==> config.mk <==
export PLATFORM = sky130hd
export DESIGN_NAME = wt_store_queue
export DESIGN_NICKNAME = d
export VERILOG_FILES = /design/src/rtl/wb_pkg.sv /design/src/rtl/wb_ptr_ctrl.sv /design/src/rtl/wb_entry_ram.sv /design/src/rtl/wb_fwd_match.sv /design/src/rtl/wt_store_queue.sv
export SDC_FILE = /design/constraint.sdc
export NUM_CORES = 1
export LEC_CHECK = 0
export ABC_AREA = 1
export BUFFER_PORTS_ARGS = -buffer_cell sky130_fd_sc_hd__buf_2
export CAP_MARGIN = 20
export CORE_ASPECT_RATIO = 1.75
export CORE_MARGIN = 2
export CORE_UTILIZATION = 30
export CTS_CLUSTER_DIAMETER = 50
export CTS_CLUSTER_SIZE = 8
export DETAILED_ROUTE_END_ITERATION = 6
export SLEW_MARGIN = 20
export SYNTH_ARGS = -nofsm -noshare
export SYNTH_HDL_FRONTEND = slang
export SYNTH_HIERARCHICAL = 1
export SYNTH_SLANG_ARGS = --single-unit
==> constraint.sdc <==
create_clock -name clk_i -period 4.4 [get_ports clk_i]
set_clock_uncertainty 0.2 [all_clocks]
set_input_delay 0.22 -clock clk_i [delete_from_list [all_inputs] [get_ports clk_i]]
set_output_delay 0.22 -clock clk_i [all_outputs]
set_load 0.02 [all_outputs]
==> src/rtl/wb_pkg.sv <==
package wb_pkg;
  parameter int unsigned WB_AW = 30;
  parameter int unsigned WB_DW = 32;

  typedef struct packed {
    logic [WB_AW-1:0] addr;
    logic [WB_DW-1:0] data;
  } wb_entry_t;
endpackage

==> src/rtl/wb_ptr_ctrl.sv <==
module wb_ptr_ctrl #(
  parameter int unsigned DEPTH = 4,
  localparam int unsigned PW = (DEPTH > 1) ? $clog2(DEPTH) : 1,
  localparam int unsigned CW = $clog2(DEPTH + 1)
) (
  input  logic          clk_i,
  input  logic          rst_ni,
  input  logic          push_i,
  input  logic          pop_i,
  output logic [PW-1:0] wr_ptr_o,
  output logic [PW-1:0] rd_ptr_o,
  output logic [CW-1:0] count_o,
  output logic          full_o
);
  logic [PW-1:0] wr_q, rd_q;
  logic [CW-1:0] cnt_q;

  function automatic logic [PW-1:0] bump(input logic [PW-1:0] p);
    return (p == PW'(DEPTH - 1)) ? '0 : p + PW'(1);
  endfunction

  always_ff @(posedge clk_i or negedge rst_ni) begin
    if (!rst_ni) begin
      wr_q  <= '0;
      rd_q  <= '0;
      cnt_q <= '0;
    end else begin
      if (push_i) wr_q <= bump(wr_q);
      if (pop_i)  rd_q <= bump(rd_q);
      if (push_i && !pop_i)      cnt_q <= cnt_q + CW'(1);
      else if (pop_i && !push_i) cnt_q <= cnt_q - CW'(1);
    end
  end

  assign wr_ptr_o = wr_q;
  assign rd_ptr_o = rd_q;
  assign count_o  = cnt_q;
  assign full_o   = (cnt_q == CW'(DEPTH));

  AST_NO_OVERFLOW: assert property (@(posedge clk_i) disable iff (!rst_ni)
    (push_i && full_o) |-> pop_i);
  AST_NO_UNDERFLOW: assert property (@(posedge clk_i) disable iff (!rst_ni)
    pop_i |-> (cnt_q != '0));
endmodule

==> src/rtl/wb_entry_ram.sv <==
module wb_entry_ram
  import wb_pkg::*;
#(
  parameter int unsigned DEPTH = 4,
  localparam int unsigned PW = (DEPTH > 1) ? $clog2(DEPTH) : 1
) (
  input  logic          clk_i,
  input  logic          we_i,
  input  logic [PW-1:0] waddr_i,
  input  wb_entry_t     wdata_i,
  output wb_entry_t     ent_o [DEPTH]
);
  wb_entry_t mem_q [DEPTH];

  for (genvar i = 0; i < DEPTH; i++) begin : g_slot
    always_ff @(posedge clk_i) begin
      if (we_i && waddr_i == PW'(i)) mem_q[i] <= wdata_i;
    end
    assign ent_o[i] = mem_q[i];
  end
endmodule

==> src/rtl/wb_fwd_match.sv <==
module wb_fwd_match
  import wb_pkg::*;
#(
  parameter int unsigned DEPTH = 4,
  localparam int unsigned PW = (DEPTH > 1) ? $clog2(DEPTH) : 1,
  localparam int unsigned CW = $clog2(DEPTH + 1)
) (
  input  wb_entry_t        ent_i [DEPTH],
  input  logic [PW-1:0]    rd_ptr_i,
  input  logic [CW-1:0]    count_i,
  input  logic [WB_AW-1:0] addr_i,
  output logic             hit_o,
  output logic [WB_DW-1:0] data_o
);
  // walk oldest to newest so the last match wins
  always_comb begin
    hit_o  = 1'b0;
    data_o = '0;
    for (int k = 0; k < DEPTH; k++) begin
      automatic int unsigned s = (int'(rd_ptr_i) + k) % DEPTH;
      if (k < int'(count_i) && ent_i[s].addr == addr_i) begin
        hit_o  = 1'b1;
        data_o = ent_i[s].data;
      end
    end
  end
endmodule

==> src/rtl/wt_store_queue.sv <==
module wt_store_queue
  import wb_pkg::*;
#(
  parameter int unsigned DEPTH = 4
) (
  input  logic             clk_i,
  input  logic             rst_ni,
  input  logic             st_valid_i,
  input  logic [WB_AW-1:0] st_addr_i,
  input  logic [WB_DW-1:0] st_data_i,
  input  logic             st_hit_i,
  input  logic             wr_alloc_i,
  output logic             stall_o,
  output logic             cache_wr_o,
  input  logic             rd_req_i,
  input  logic [WB_AW-1:0] rd_addr_i,
  output logic             rd_fwd_o,
  output logic [WB_DW-1:0] rd_data_o,
  output logic             rd_mem_ok_o,
  output logic             mem_wreq_o,
  output logic [WB_AW-1:0] mem_waddr_o,
  output logic [WB_DW-1:0] mem_wdata_o,
  input  logic             mem_wack_i
);
  localparam int unsigned PW = (DEPTH > 1) ? $clog2(DEPTH) : 1;
  localparam int unsigned CW = $clog2(DEPTH + 1);

  logic [PW-1:0]    wr_ptr, rd_ptr;
  logic [CW-1:0]    count;
  logic             full, push, pop;
  logic             lk_hit;
  logic [WB_DW-1:0] lk_data;
  wb_entry_t        ents [DEPTH];
  wb_entry_t        wr_ent;

  assign stall_o    = full && !mem_wack_i;
  assign push       = st_valid_i && !stall_o;
  assign mem_wreq_o = (count != '0);
  assign pop        = mem_wreq_o && mem_wack_i;
  assign wr_ent     = '{addr: st_addr_i, data: st_data_i};

  wb_ptr_ctrl #(.DEPTH(DEPTH)) i_ptr (
    .clk_i, .rst_ni,
    .push_i(push), .pop_i(pop),
    .wr_ptr_o(wr_ptr), .rd_ptr_o(rd_ptr),
    .count_o(count), .full_o(full)
  );

  wb_entry_ram #(.DEPTH(DEPTH)) i_ram (
    .clk_i,
    .we_i(push), .waddr_i(wr_ptr), .wdata_i(wr_ent),
    .ent_o(ents)
  );

  wb_fwd_match #(.DEPTH(DEPTH)) i_match (
    .ent_i(ents), .rd_ptr_i(rd_ptr), .count_i(count),
    .addr_i(rd_addr_i), .hit_o(lk_hit), .data_o(lk_data)
  );

  assign mem_waddr_o = ents[rd_ptr].addr;
  assign mem_wdata_o = ents[rd_ptr].data;

  // no-write-allocate: store misses skip the cache array
  assign cache_wr_o  = push && (st_hit_i || wr_alloc_i);

  assign rd_fwd_o    = rd_req_i && lk_hit;
  assign rd_data_o   = lk_data;
  // hold memory read while a same-word store is in flight
  assign rd_mem_ok_o = rd_req_i && !lk_hit && !(st_valid_i && st_addr_i == rd_addr_i);

  AST_DRAIN_HOLD: assert property (@(posedge clk_i) disable iff (!rst_ni)
    (mem_wreq_o && !mem_wack_i) |=> (mem_wreq_o && $stable(mem_waddr_o) && $stable(mem_wdata_o)));
  AST_STALL_FREEZE: assert property (@(posedge clk_i) disable iff (!rst_ni)
    stall_o |=> (count == $past(count)));
  AST_FULL_PASS: assert property (@(posedge clk_i) disable iff (!rst_ni)
    (full && mem_wack_i && st_valid_i) |=> full);
  AST_FWD_PENDING: assert property (@(posedge clk_i) disable iff (!rst_ni)
    rd_fwd_o |-> mem_wreq_o);
  AST_NWA_NO_FILL: assert property (@(posedge clk_i) disable iff (!rst_ni)
    (st_valid_i && !st_hit_i && !wr_alloc_i) |-> !cache_wr_o);
  AST_RD_EXCL: assert property (@(posedge clk_i) disable iff (!rst_ni)
    rd_mem_ok_o |-> !rd_fwd_o);
endmodule

==> impl_metrics.tcl <==
set metrics [dict create \
    critPathBufInv 2 \
    cp_slowest_cell "o21ai_0" \
    async_flop_share_pct 2.75 \
    drtIter0Drc 1247 \
    min_period_over_period_pct 96.2 \
    slowest_delay_ns 0.57 \
    routedWlPerCell_um 19.4 \
    cpMostUsedCell "nand2_1" \
    vdd_ir_drop_max_uv 486 \
    row_count 126 \
    crit_start "i_ptr/rd_ptr_o[0]$_DFFE_PN0P_" \
    yosys.area.top_type_share_pct 36.4 \
    yosysSeqAreaShare_pct 37.2 \
    synth_edf_count 248 \
    clockBufferDepth 3 \
    yosys-top-cells-area "edfxtp_1 (36%), nand2_1 (23%), o21ai_0 (7.6%), nand3_1 (4.0%), inv_1 (3.8%)" \
    max_cap_violations 0 \
    cts_tree "done" \
    routed_wl_mm 78.1 \
    postCtsSetupRepairBufs 0 \
    avgSynthCellArea_um2 6.95 \
    worstPathCellList "nand2_1 -> nand2_8 -> o21ai_0 -> xor2_1 -> nor2_1 -> nand2_1 -> nor2_1 -> nand2_1 -> nor2_4 -> buf_12 -> o211ai_1 -> nand2_1 -> buf_2" \
    clock_sinks 255 \
    cellLeakagePower_nw 10.9 \
    ios 198 \
    crit_arrival_ns 3.81 \
    insertion_delay_ns 0.54 \
    rrSetupSlack_ns 1.86 \
    netlist_top_cells_count "nand2_1 (1,257), o21ai_0 (309), edfxtp_1 (248)" \
    tns_ns 0 \
    drv_slew 0 \
    setup_viol 0 \
    ant_nets 0 \
    crit_path_end "rd_data_o[30]" \
    cp-start-kind "flop" \
    fin_util_pct 35.3 \
    slew_headroom_pct 32.7 \
    initial_core_util_pct 30.3 \
    status "complete, but fails checks" \
    synth.cell_area_um2 20500 \
    worstRegToRegCells 9 \
    path_clk_slew_ns 0.05 \
    violations "negative hold slack" \
    min_path_type "input pin to flop" \
    grt_pass1_vias 19300 \
    fin_crit_ns 4.23 \
    worstPathRequired_ns 3.98 \
    dieWidth_um 201 \
    r2r-end "i_ram/mem_q[0][19]$_DFFE_PP_" \
    htreeDepth 2 \
    hold_ws_ns -0.00282 \
    gp_congestion 1.04 \
    p_per_area_nw_per_um2 729 \
    grt_first_pass_wirelength_mm 115 \
    path_max_fanout 64 \
    regToRegStartpoint "i_ptr/count_o[2]$_DFFE_PN0P_" \
    drc 0 \
    coreArea_um2 67500 \
    worst_slack_ns 0.169 \
    synth_cell_type_count 38 \
    tightest_slew_ns 1.01 \
    dr.pass1.iters 5 \
    hpwl_mm 55.2 \
    die_h_um 350 \
    portBuffers 197 \
    synth.most_common_cell "nand2_1" \
    numCtsBuffers 41 \
    nFillCells 7280 \
    track_usage_pct 21.6 \
    dieArea_um2 70400 \
    ys_warn_count 6 \
    clockRootBuffer "clkbuf_16" \
    finalHoldViolations 1 \
    end_kind "output port" \
    synthCells 2948 \
    grt_max_degree 125 \
    path_depth 13 \
    vias 20200 \
    synth_fp_nets 3051 \
    grt.overflow.total 0 \
    nNetsFinal 3217 \
    syn_to_final_growth_pct 16.2 \
    crit_family "simple AND/OR/NAND/NOR gates" \
    place_ws_ns 0.626 \
    via_per_inst 5.02 \
    rsz0062_at_grt "false" \
    drive_gt1_share_pct 13.8 \
    critical_path_class "flop to output port" \
    ys_seq_elements 255 \
    fmax_mhz 236 \
    antenna_found_initial 6 \
    dominantRegCellSynth "edfxtp_1" \
    yosysTopAreaCell "edfxtp_1" \
]
per-layer routing:
metal	vias to the layer above	global-route usage [%]	routed length [µm]	part of all wire (%)
met2	691	39.6	39600	51
li1	10000	-	-	-
met3	227	2.60	4100	5.2
met4	8	14.5	5650	7.2
met5	-	0	46	0.059
met1	9256	23.2	28700	37
power by group:
group	switching, W	internal (W)	total [W]
Combinational	0.00766	0.00312	0.0108
Clock	0.00114	0.00185	0.00300
Sequential	0.000326	0.00324	0.00356
registers in the layout (all words and copies together), names as in the netlist:
name / cells
i_ram/mem_q: 248
i_ptr/count_o: 3
i_ptr/rd_ptr_o: 2
i_ptr/wr_ptr_o: 2
through the flow:
| stage | cell area, µm² | total power, W | cells | hold slack, ns |
|---|---|---|---|---|
| 6_report | 23800 | 0.0173 | 4026 | -0.00282 |
| 2_1_floorplan | 20500 | 0.0114 | 2948 | -0.276 |
| 5_1_grt | 23800 | 0.0187 | 4025 | 0.0744 |
| 3_5_place_dp | 21900 | 0.0142 | 3901 | -0.0987 |
| 4_1_cts | 23700 | 0.0173 | 4023 | 0.0183 |
| 3_3_place_gp | 21900 | 0.0142 | 3901 | -0.101 |
final cells by class:
type	instances	area (µm²)	share of cell area, %
multi-input combinational	2297	10900	45.8
clock buffer	48	1090	4.60
sequential	255	7630	32.1
timing repair buffer	299	2090	8.80
antenna	2	5.00	0.0210
inverter	220	841	3.53
tap	896	1120	4.71
clock inverter	9	106	0.447
kinds of logic after synthesis:
group / Yosys count / share of synthesized area, %
mux: 33 / 1.62
compound gates: 562 / 17.2
buf+inv: 397 / 9.86
fa+ha+maj: 4 / 0.281
flops: 255 / 37.2
xor+xnor: 24 / 1.03
simple gates: 1673 / 32.8
worst min-delay path, delay by kind of cell:
kind | cells | cell delay, ns
buffers and inverters | 3 | 0.31
AOI/OAI and AO/OA | 1 | 0.08
and+or+nand+nor | 1 | 0.09
what timing repair did:
item | CTS | global route
resized for setup | 0 | 12
endpoints found under the setup margin | 0 | 33
hold buffers | 65 | 0
endpoints found under the hold margin | 257 | 0
cell usage in the layout, fill, tap and decap left out, types with 19 or more instances in the layout:
| cell | netlist | layout |
|---|---|---|
| buf_4 | 20 | 19 |
| o211ai_1 | 94 | 94 |
| inv_1 | 209 | 209 |
| nor2_1 | 164 | 159 |
| edfxtp_1 | 248 | 248 |
| nand3_1 | 164 | 164 |
| a21oi_1 | 39 | 39 |
| nand2_1 | 1257 | 1257 |
| o21ai_0 | 309 | 309 |
| o22ai_2 | 60 | 60 |
| buf_2 | 55 | 197 |
| o21ai_1 | 50 | 50 |
| dlygate4sd3_1 | 0 | 65 |
| clkbuf_16 | 0 | 43 |
| mux2i_1 | 32 | 32 |
| xor2_1 | 22 | 22 |
| nor2_2 | 61 | 61 |
worst min-delay path by stage:
stage,start,endpoint,slack (ns),depth (start not counted)
2_1_floorplan,rst_ni,i_ptr/count_o[0]$_DFFE_PN0P_,-0.28,0
3_3_place_gp,rst_ni,i_ptr/count_o[2]$_DFFE_PN0P_,-0.10,1
3_5_place_dp,rst_ni,i_ptr/count_o[2]$_DFFE_PN0P_,-0.1,1
4_1_cts,st_valid_i,i_ptr/wr_ptr_o[0]$_DFFE_PN0P_,0.02,5
5_1_grt,st_valid_i,i_ptr/wr_ptr_o[0]$_DFFE_PN0P_,0.07,5
6_report,st_valid_i,i_ptr/wr_ptr_o[0]$_DFFE_PN0P_,-0.003,5
(Power assumes the default switching activity.)
